**config.mk**
```make
export PLATFORM = sky130hd
export DESIGN_NAME = idxreg_front
export DESIGN_NICKNAME = d
export VERILOG_FILES = /design/src/rtl/idxreg_pkg.sv /design/src/rtl/idx_bank.sv /design/src/rtl/hidden_unlock.sv /design/src/rtl/idxreg_front.sv
export SDC_FILE = /design/constraint.sdc
export NUM_CORES = 1
export LEC_CHECK = 0
export BUFFER_PORTS_ARGS = -buffer_cell sky130_fd_sc_hd__buf_2
export CAP_MARGIN = 20
export CORE_AREA = 2 2 269 271
export DETAILED_ROUTE_END_ITERATION = 12
export DIE_AREA = 0 0 271 273
export PLACE_DENSITY_LB_ADDON = 0.05
export SLEW_MARGIN = 20
export SYNTH_ARGS = -nofsm -noshare
export SYNTH_HDL_FRONTEND = slang
export SYNTH_HIERARCHICAL = 1
export SYNTH_SLANG_ARGS = --single-unit
export TNS_END_PERCENT = 5
```
**constraint.sdc**
```tcl
create_clock -name clk -period 4.95 [get_ports clk]
set_clock_uncertainty 0.15 [all_clocks]
set_input_delay 0.7425 -clock clk [delete_from_list [all_inputs] [get_ports clk]]
set_output_delay 0.7425 -clock clk [all_outputs]
set_load 0.1 [all_outputs]
```
**src/rtl/idxreg_pkg.sv**
```systemverilog
package idxreg_pkg;

  localparam logic [7:0] OFS_SEQ_IDX = 8'h04;
  localparam logic [7:0] OFS_SEQ_DAT = 8'h05;
  localparam logic [7:0] OFS_MASK    = 8'h06;
  localparam logic [7:0] OFS_GFX_IDX = 8'h0E;
  localparam logic [7:0] OFS_GFX_DAT = 8'h0F;
  localparam logic [7:0] OFS_CRT_IDX = 8'h14;
  localparam logic [7:0] OFS_CRT_DAT = 8'h15;

  localparam logic [7:0] MODE_8BPP  = 8'h00;
  localparam logic [7:0] MODE_16BPP = 8'hC1;
  localparam logic [7:0] MODE_24BPP = 8'hC5;

  typedef enum logic [3:0] {
    SEL_NONE, SEL_SEQ_I, SEL_SEQ_D, SEL_GFX_I, SEL_GFX_D,
    SEL_CRT_I, SEL_CRT_D, SEL_MASK
  } sel_e;

  typedef enum logic [1:0] {
    DEPTH_8 = 2'd0, DEPTH_16 = 2'd1, DEPTH_24_32 = 2'd2, DEPTH_OTHER = 2'd3
  } depth_e;

  function automatic sel_e decode_ofs(input logic [7:0] a);
    case (a)
      OFS_SEQ_IDX: return SEL_SEQ_I;
      OFS_SEQ_DAT: return SEL_SEQ_D;
      OFS_MASK:    return SEL_MASK;
      OFS_GFX_IDX: return SEL_GFX_I;
      OFS_GFX_DAT: return SEL_GFX_D;
      OFS_CRT_IDX: return SEL_CRT_I;
      OFS_CRT_DAT: return SEL_CRT_D;
      default:     return SEL_NONE;
    endcase
  endfunction

  function automatic depth_e depth_of(input logic [7:0] m);
    case (m)
      MODE_8BPP:  return DEPTH_8;
      MODE_16BPP: return DEPTH_16;
      MODE_24BPP: return DEPTH_24_32;
      default:    return DEPTH_OTHER;
    endcase
  endfunction

endpackage

```
**src/rtl/idx_bank.sv**
```systemverilog
module idx_bank #(
  parameter int REGS = 32
) (
  input  logic              clk,
  input  logic              rst_n,
  input  logic              idx_we,
  input  logic              dat_we,
  input  logic [7:0]        wdata,
  output logic [7:0]        idx_q,
  output logic [7:0]        dat_q,
  output logic [REGS*8-1:0] regs_flat
);
  localparam int AW = (REGS > 1) ? $clog2(REGS) : 1;

  logic [7:0]    regs [REGS];
  logic          in_range;
  logic [AW-1:0] slot;

  assign in_range = (32'(idx_q) < REGS);
  assign slot     = idx_q[AW-1:0];

  always_ff @(posedge clk) begin
    if (!rst_n)      idx_q <= 8'h00;
    else if (idx_we) idx_q <= wdata;
  end

  for (genvar i = 0; i < REGS; i++) begin : g_reg
    always_ff @(posedge clk) begin
      if (!rst_n)
        regs[i] <= 8'h00;
      else if (dat_we && in_range && (slot == AW'(i)))
        regs[i] <= wdata;
    end
    assign regs_flat[i*8 +: 8] = regs[i];
  end

  assign dat_q = in_range ? regs[slot] : 8'h00;

endmodule

```
**src/rtl/hidden_unlock.sv**
```systemverilog
module hidden_unlock #(
  parameter int READS = 4,
  localparam int CW = $clog2(READS + 1)
) (
  input  logic          clk,
  input  logic          rst_n,
  input  logic          mask_rd,
  input  logic          mask_wr,
  input  logic          other_acc,
  input  logic [7:0]    wdata,
  output logic [CW-1:0] cnt_q,
  output logic          hidden_wr,
  output logic [7:0]    mask_q,
  output logic [7:0]    mode_q
);
  logic armed;

  assign armed     = (cnt_q == CW'(READS));
  assign hidden_wr = mask_wr && armed;

  always_ff @(posedge clk) begin
    if (!rst_n)
      cnt_q <= '0;
    else if (mask_wr || other_acc)
      cnt_q <= '0;
    else if (mask_rd && !armed)
      cnt_q <= cnt_q + CW'(1);
  end

  always_ff @(posedge clk) begin
    if (!rst_n)                mask_q <= 8'hFF;
    else if (mask_wr && !armed) mask_q <= wdata;
  end

  always_ff @(posedge clk) begin
    if (!rst_n)         mode_q <= 8'h00;
    else if (hidden_wr) mode_q <= wdata;
  end

endmodule

```
**src/rtl/idxreg_front.sv**
```systemverilog
module idxreg_front
  import idxreg_pkg::*;
#(
  parameter int SEQ_REGS     = 32,
  parameter int CRT_REGS     = 32,
  parameter int GFX_REGS     = 16,
  parameter int UNLOCK_READS = 4
) (
  input  logic                  clk,
  input  logic                  rst_n,
  input  logic                  bus_wr,
  input  logic                  bus_rd,
  input  logic [7:0]            bus_addr,
  input  logic [7:0]            bus_wdata,
  output logic [7:0]            bus_rdata,
  output logic [SEQ_REGS*8-1:0] seq_regs,
  output logic [CRT_REGS*8-1:0] crt_regs,
  output logic [GFX_REGS*8-1:0] gfx_regs,
  output logic [7:0]            pix_mask,
  output logic [7:0]            pix_mode,
  output logic [1:0]            pix_depth
);
  localparam int CNT_W = $clog2(UNLOCK_READS + 1);

  sel_e             sel;
  logic             rd_en;
  logic             mask_rd, mask_wr, other_acc, hidden_wr;
  logic [CNT_W-1:0] unlock_cnt;
  logic [7:0]       seq_idx, crt_idx, gfx_idx;
  logic [7:0]       seq_dat, crt_dat, gfx_dat;

  assign sel       = decode_ofs(bus_addr);
  assign rd_en     = bus_rd && !bus_wr;
  assign mask_rd   = rd_en  && (sel == SEL_MASK);
  assign mask_wr   = bus_wr && (sel == SEL_MASK);
  assign other_acc = (bus_wr || bus_rd) && (sel != SEL_MASK);

  idx_bank #(.REGS(SEQ_REGS)) u_seq (
    .clk(clk), .rst_n(rst_n),
    .idx_we(bus_wr && sel == SEL_SEQ_I), .dat_we(bus_wr && sel == SEL_SEQ_D),
    .wdata(bus_wdata), .idx_q(seq_idx), .dat_q(seq_dat), .regs_flat(seq_regs)
  );

  idx_bank #(.REGS(CRT_REGS)) u_crt (
    .clk(clk), .rst_n(rst_n),
    .idx_we(bus_wr && sel == SEL_CRT_I), .dat_we(bus_wr && sel == SEL_CRT_D),
    .wdata(bus_wdata), .idx_q(crt_idx), .dat_q(crt_dat), .regs_flat(crt_regs)
  );

  idx_bank #(.REGS(GFX_REGS)) u_gfx (
    .clk(clk), .rst_n(rst_n),
    .idx_we(bus_wr && sel == SEL_GFX_I), .dat_we(bus_wr && sel == SEL_GFX_D),
    .wdata(bus_wdata), .idx_q(gfx_idx), .dat_q(gfx_dat), .regs_flat(gfx_regs)
  );

  hidden_unlock #(.READS(UNLOCK_READS)) u_unlock (
    .clk(clk), .rst_n(rst_n),
    .mask_rd(mask_rd), .mask_wr(mask_wr), .other_acc(other_acc),
    .wdata(bus_wdata), .cnt_q(unlock_cnt), .hidden_wr(hidden_wr),
    .mask_q(pix_mask), .mode_q(pix_mode)
  );

  always_comb begin
    bus_rdata = 8'h00;
    if (rd_en) begin
      case (sel)
        SEL_SEQ_I: bus_rdata = seq_idx;
        SEL_SEQ_D: bus_rdata = seq_dat;
        SEL_CRT_I: bus_rdata = crt_idx;
        SEL_CRT_D: bus_rdata = crt_dat;
        SEL_GFX_I: bus_rdata = gfx_idx;
        SEL_GFX_D: bus_rdata = gfx_dat;
        SEL_MASK:  bus_rdata = pix_mask;
        default:   bus_rdata = 8'h00;
      endcase
    end
  end

  assign pix_depth = depth_of(pix_mode);

endmodule

```
==> results.txt <==
The analysis attributes to cell leakage a power of 0.0162 µW. met2 is the most crowded layer. For this run, the number of standard cells in the final layout without fillers is 4013. The final layout contains 3025 nets. In the layout the commonest cells are 683 x buf_2, 644 x and2_1, 640 x edfxtp_1.

The tools report the terminus of the critical flop-to-flop path as u_crt/regs[0][0]. The initial antenna violation count came out at 6. The worst hold path belongs to the class input port to register. The number of cell rows is 98, and the final critical path time including I/O delays and setup is 4.83 ns. The multi-input combinational cells in the finished layout cover a total of 11900 µm². The logs give 0 for the number of max-capacitance violations reported and 55 for the maximum number of pins on one net before global-route repair. The area growth from synthesis to layout is 21.5%. The total nets after synthesis came out at 2295. Summed over all instances, the cell type with the most area after synthesis is edfxtp_1. Summed over all nets, the switching power comes to 4280 µW.

The run finished with clean final reports. The tools report the final HPWL from detailed placement as 88900 µm. The run gives 167000 µm as the wire length of the first global-routing pass. The number of global-route vias before repair is 22.7k. The met1 layer usage reported by global route came out at 41.3%.

The horizontal die dimension is 271 µm. The async set-or-reset flop fraction in the synthesized netlist is 0%. The clock network burns 39.1% of the power.

The worst relative slew slack was 23.6%. Summed over all layers, the global routing overflow is 0. The tools report the total routing resource utilization after global routing as 31.6%.

Global routing used 52.2% of the available met2 tracks. The global routing usage on met3 came out at 6.42%. The transition time at the pin with the least slew margin was 1.15 ns. Among all flip-flop cells after synthesis, the most frequent one is edfxtp_1. The design draws 14400 µW.

Synthesis produced a netlist whose cell count is 2273. In this run the worst path has a maximum fanout of 18. The share of total power dissipated in sequential elements is 46.7%. The highest attainable clock frequency was 0.207 GHz.

The count of distinct cell types in the synthesized netlist came out at 64. The post-route netlist has 32.3% of its cells at a drive strength greater than 1. The required arrival time at the worst endpoint is 4.06 ns. STA classifies the critical path endpoint as a primary output. The startpoint class of the critical path was a register.

For the number of max-slew violations in the final report, the log shows 0. Of the available clock period, the critical path in the final layout requires 97.5%. STA puts the critical path data arrival time at 3.93 ns.

The cell area that synthesis handed to floorplanning was 33200 µm². The internal portion of the total power is 10200 µW. In this run the critical register-to-register path is launched from u_crt/idx_q[7]. At the later pin of the worst-skew pair, clock insertion delay measures 0.62 ns. Dividing the detail-routed wire length by the instance count gives 30.0 µm. For the iteration-0 DRC count of the detailed router, the log shows 2628. The final route contains 23.5k vias. The buffer count from post-CTS setup fixing is 0, and the number of levels in the clock H-tree is 3. The remaining number of nets flagged by the antenna check after routing was 0.

Of the synthesized area, sequential elements account for 61.3%. The area share of the largest cell type after synthesis came out at 57.9%. In the routed layout, each cell is associated on average with a via count of 5.85. In this run the tool buffered the top-level ports with 685 buffer cells. The tools report the number of warnings printed during yosys synthesis as 6. In this run the clock root is driven by a clkbuf_16. Routability-driven placement finished with a final weighted congestion of 0.996. The total die area was 74000 µm²; the per-instance average area after synthesis was 14.6 µm². The critical path is of the register to primary output type.

The origin of the worst min-delay path was rst_n. The floorplan step set the die height to 273 µm. The number of cell instances on the worst register-to-register path is 4, and the number of fillers in the final layout is 5800. Counting along the longest clock path gives a buffer depth of 3.

The logic gate share of total power was 14.1%; the clock transition at the register clock pins on the worst setup and hold paths after CTS was 0.06 ns. After detailed routing, the number of remaining DRC violations is 0. During I/O placement, the number of pins put on the boundary was 686. After synthesis, the cell types taking the most area are edfxtp_1 58%, and2_1 12%, mux4_1 8.3%.

The critical path goes through buf_4 > mux4_1 > mux2i_1 > a221o_1 > a31oi_1 > mux2_2 > a22oi_1 > a211oi_1 > buf_2. The tools report the initial core utilization as 46.8%. TritonCTS built the clock tree. Across all register-to-register paths, the minimum setup slack is 2.29 ns. The synthesized design contains 697 register bits.

The number of optimization iterations in the first detailed-route pass came out at 6. The final worst slack was 0.123 ns; the number of cells in the design after placement was 3873. The region available for standard cell placement spans 71000 µm². The number of clock sinks is 697, and the switching share of power is 29.6%. The logs give 78 for the CTS buffer count and 0.746 ns for the post-placement setup slack. The run gives 121000 µm as the routed wire length. The worst-case IR drop observed on VDD is 0.280 mV. The worst-path cell with the longest stage delay is dfxtp_2. Setup repair after global routing left no endpoint under its margin. The count of endpoints failing hold in the final timing report was 0; the area taken by flip-flops and latches was 20400 µm². The number of cells on the worst hold path is 2. Leaving out fill and tap cells, the most frequent cell in the layout is buf_2. For this run, the slowest stage of the critical path takes 0.74 ns.

For this design, the CTS-stage hold fixing added 0 buffers. The path with the worst hold slack has its endpoint at u_seq/idx_q[5]. Gates resized during post-CTS repair numbered 0.

The number of enable flip-flop cells after synthesis works out to 640. Power spread over the standard cell area amounts to 358 nW/µm². Hold timing on the final database bottoms out at a slack of 0.356 ns. Setup violations remaining at the end of the flow were counted as 0.
power by group through the flow:
stage          sequential, µW  clock (µW)  combinational [µW]
4_1_cts                  6750        5720                2040
5_1_grt                  6760        5970                2080
3_3_place_gp             6870           0                2030
2_1_floorplan            8130           0                 251
3_5_place_dp             6870           0                2040
6_report                 6750        5650                2040
layer usage:
layer  wire length [µm]  share of wire, %  vias to the layer above
li1                   -                 -                    10000
met1              47300                39                    11900
met2              58600                49                     1342
met3              10100               8.4                      221
met4               4450               3.7                        8
met5                 50             0.041                        -
stage by stage:
step                      cell area (µm²)  util [%]  setup TNS [ns]
final                               40400      56.9               0
after CTS                           40400      56.8               0
after global routing                40400      56.9               0
after global placement              37900      53.4               0
after floorplan                     33200         -           -1.51
after detailed placement            37900      53.4               0
cell type report:
cell class                 instances  share of cell area, %
sequential                       697                   50.5
tap                              950                   2.94
antenna                            1                0.00620
clock inverter                    23                  0.626
clock buffer                     116                   5.40
timing repair buffer             798                   10.9
inverter                           8                 0.0744
multi-input combinational       1420                   29.6
state kept, by name, summed over array words and instances (netlist names), named ones only:
| name | count |
|---|---|
| u_seq/regs | 256 |
| u_gfx/regs | 128 |
| u_unlock/mask_q | 8 |
| u_gfx/idx_q | 8 |
| u_unlock/cnt_q | 3 |
| u_seq/idx_q | 8 |
| u_crt/regs | 256 |
| u_unlock/mode_q | 8 |
| u_crt/idx_q | 8 |
how the worst max path moves through the flow:
stage	slack, ns	start	cells after the start	end
after global routing	0.05	register	9	bus_rdata[2]
after CTS	0.07	register	8	bus_rdata[5]
after detailed placement	0.75	register	8	bus_rdata[5]
after global placement	0.81	register	8	bus_rdata[5]
final	0.12	register	9	bus_rdata[2]
after floorplan	-0.30	u_seq/regs[13][1]	7	bus_rdata[1]
worst max-delay path, delay by kind of cell (launching register included):
| kind | cells | cell delay (ns) |
|---|---|---|
| buf+inv | 2 | 0.75 |
| mux | 3 | 1.18 |
| compound gates | 4 | 0.63 |
| flops | 1 | 0.74 |
cells by family after synthesis:
logic type / Yosys count / share of synthesized area (%)
and+or+nand+nor: 926 / 16.7
adders and majority gates: 2 / 0.0753
DFF: 697 / 61.3
muxes: 283 / 14.9
AOI/OAI and AO/OA: 209 / 4.21
buffers and inverters: 156 / 2.84
synth_stat cells (3+ instances only):
| cell type | n |
|---|---|
| mux4_1 | 105 |
| nand4b_1 | 4 |
| nor2_1 | 76 |
| nand3_1 | 27 |
| nor3_1 | 8 |
| a221o_1 | 16 |
| buf_4 | 7 |
| nand4_1 | 6 |
| mux4_2 | 32 |
| dfxtp_1 | 57 |
| nor4b_2 | 3 |
| inv_1 | 6 |
| o211ai_1 | 7 |
| o21ai_0 | 93 |
| o2111ai_1 | 4 |
| a211oi_1 | 6 |
| a31oi_1 | 17 |
| edfxtp_1 | 640 |
| nor2b_1 | 53 |
| a22oi_1 | 38 |
| nand3b_1 | 5 |
| clkbuf_1 | 84 |
| clkbuf_8 | 6 |
| or3_1 | 4 |
| nand2_1 | 50 |
| nand2b_1 | 3 |
| mux2i_1 | 134 |
| and2_1 | 644 |
| buf_8 | 7 |
| and4bb_1 | 3 |
| nor2_2 | 20 |
| mux2_2 | 12 |
| o22a_1 | 7 |
| buf_6 | 19 |
| buf_2 | 19 |
| a221oi_1 | 12 |
Note: power is estimated with default switching activity, not from simulation.
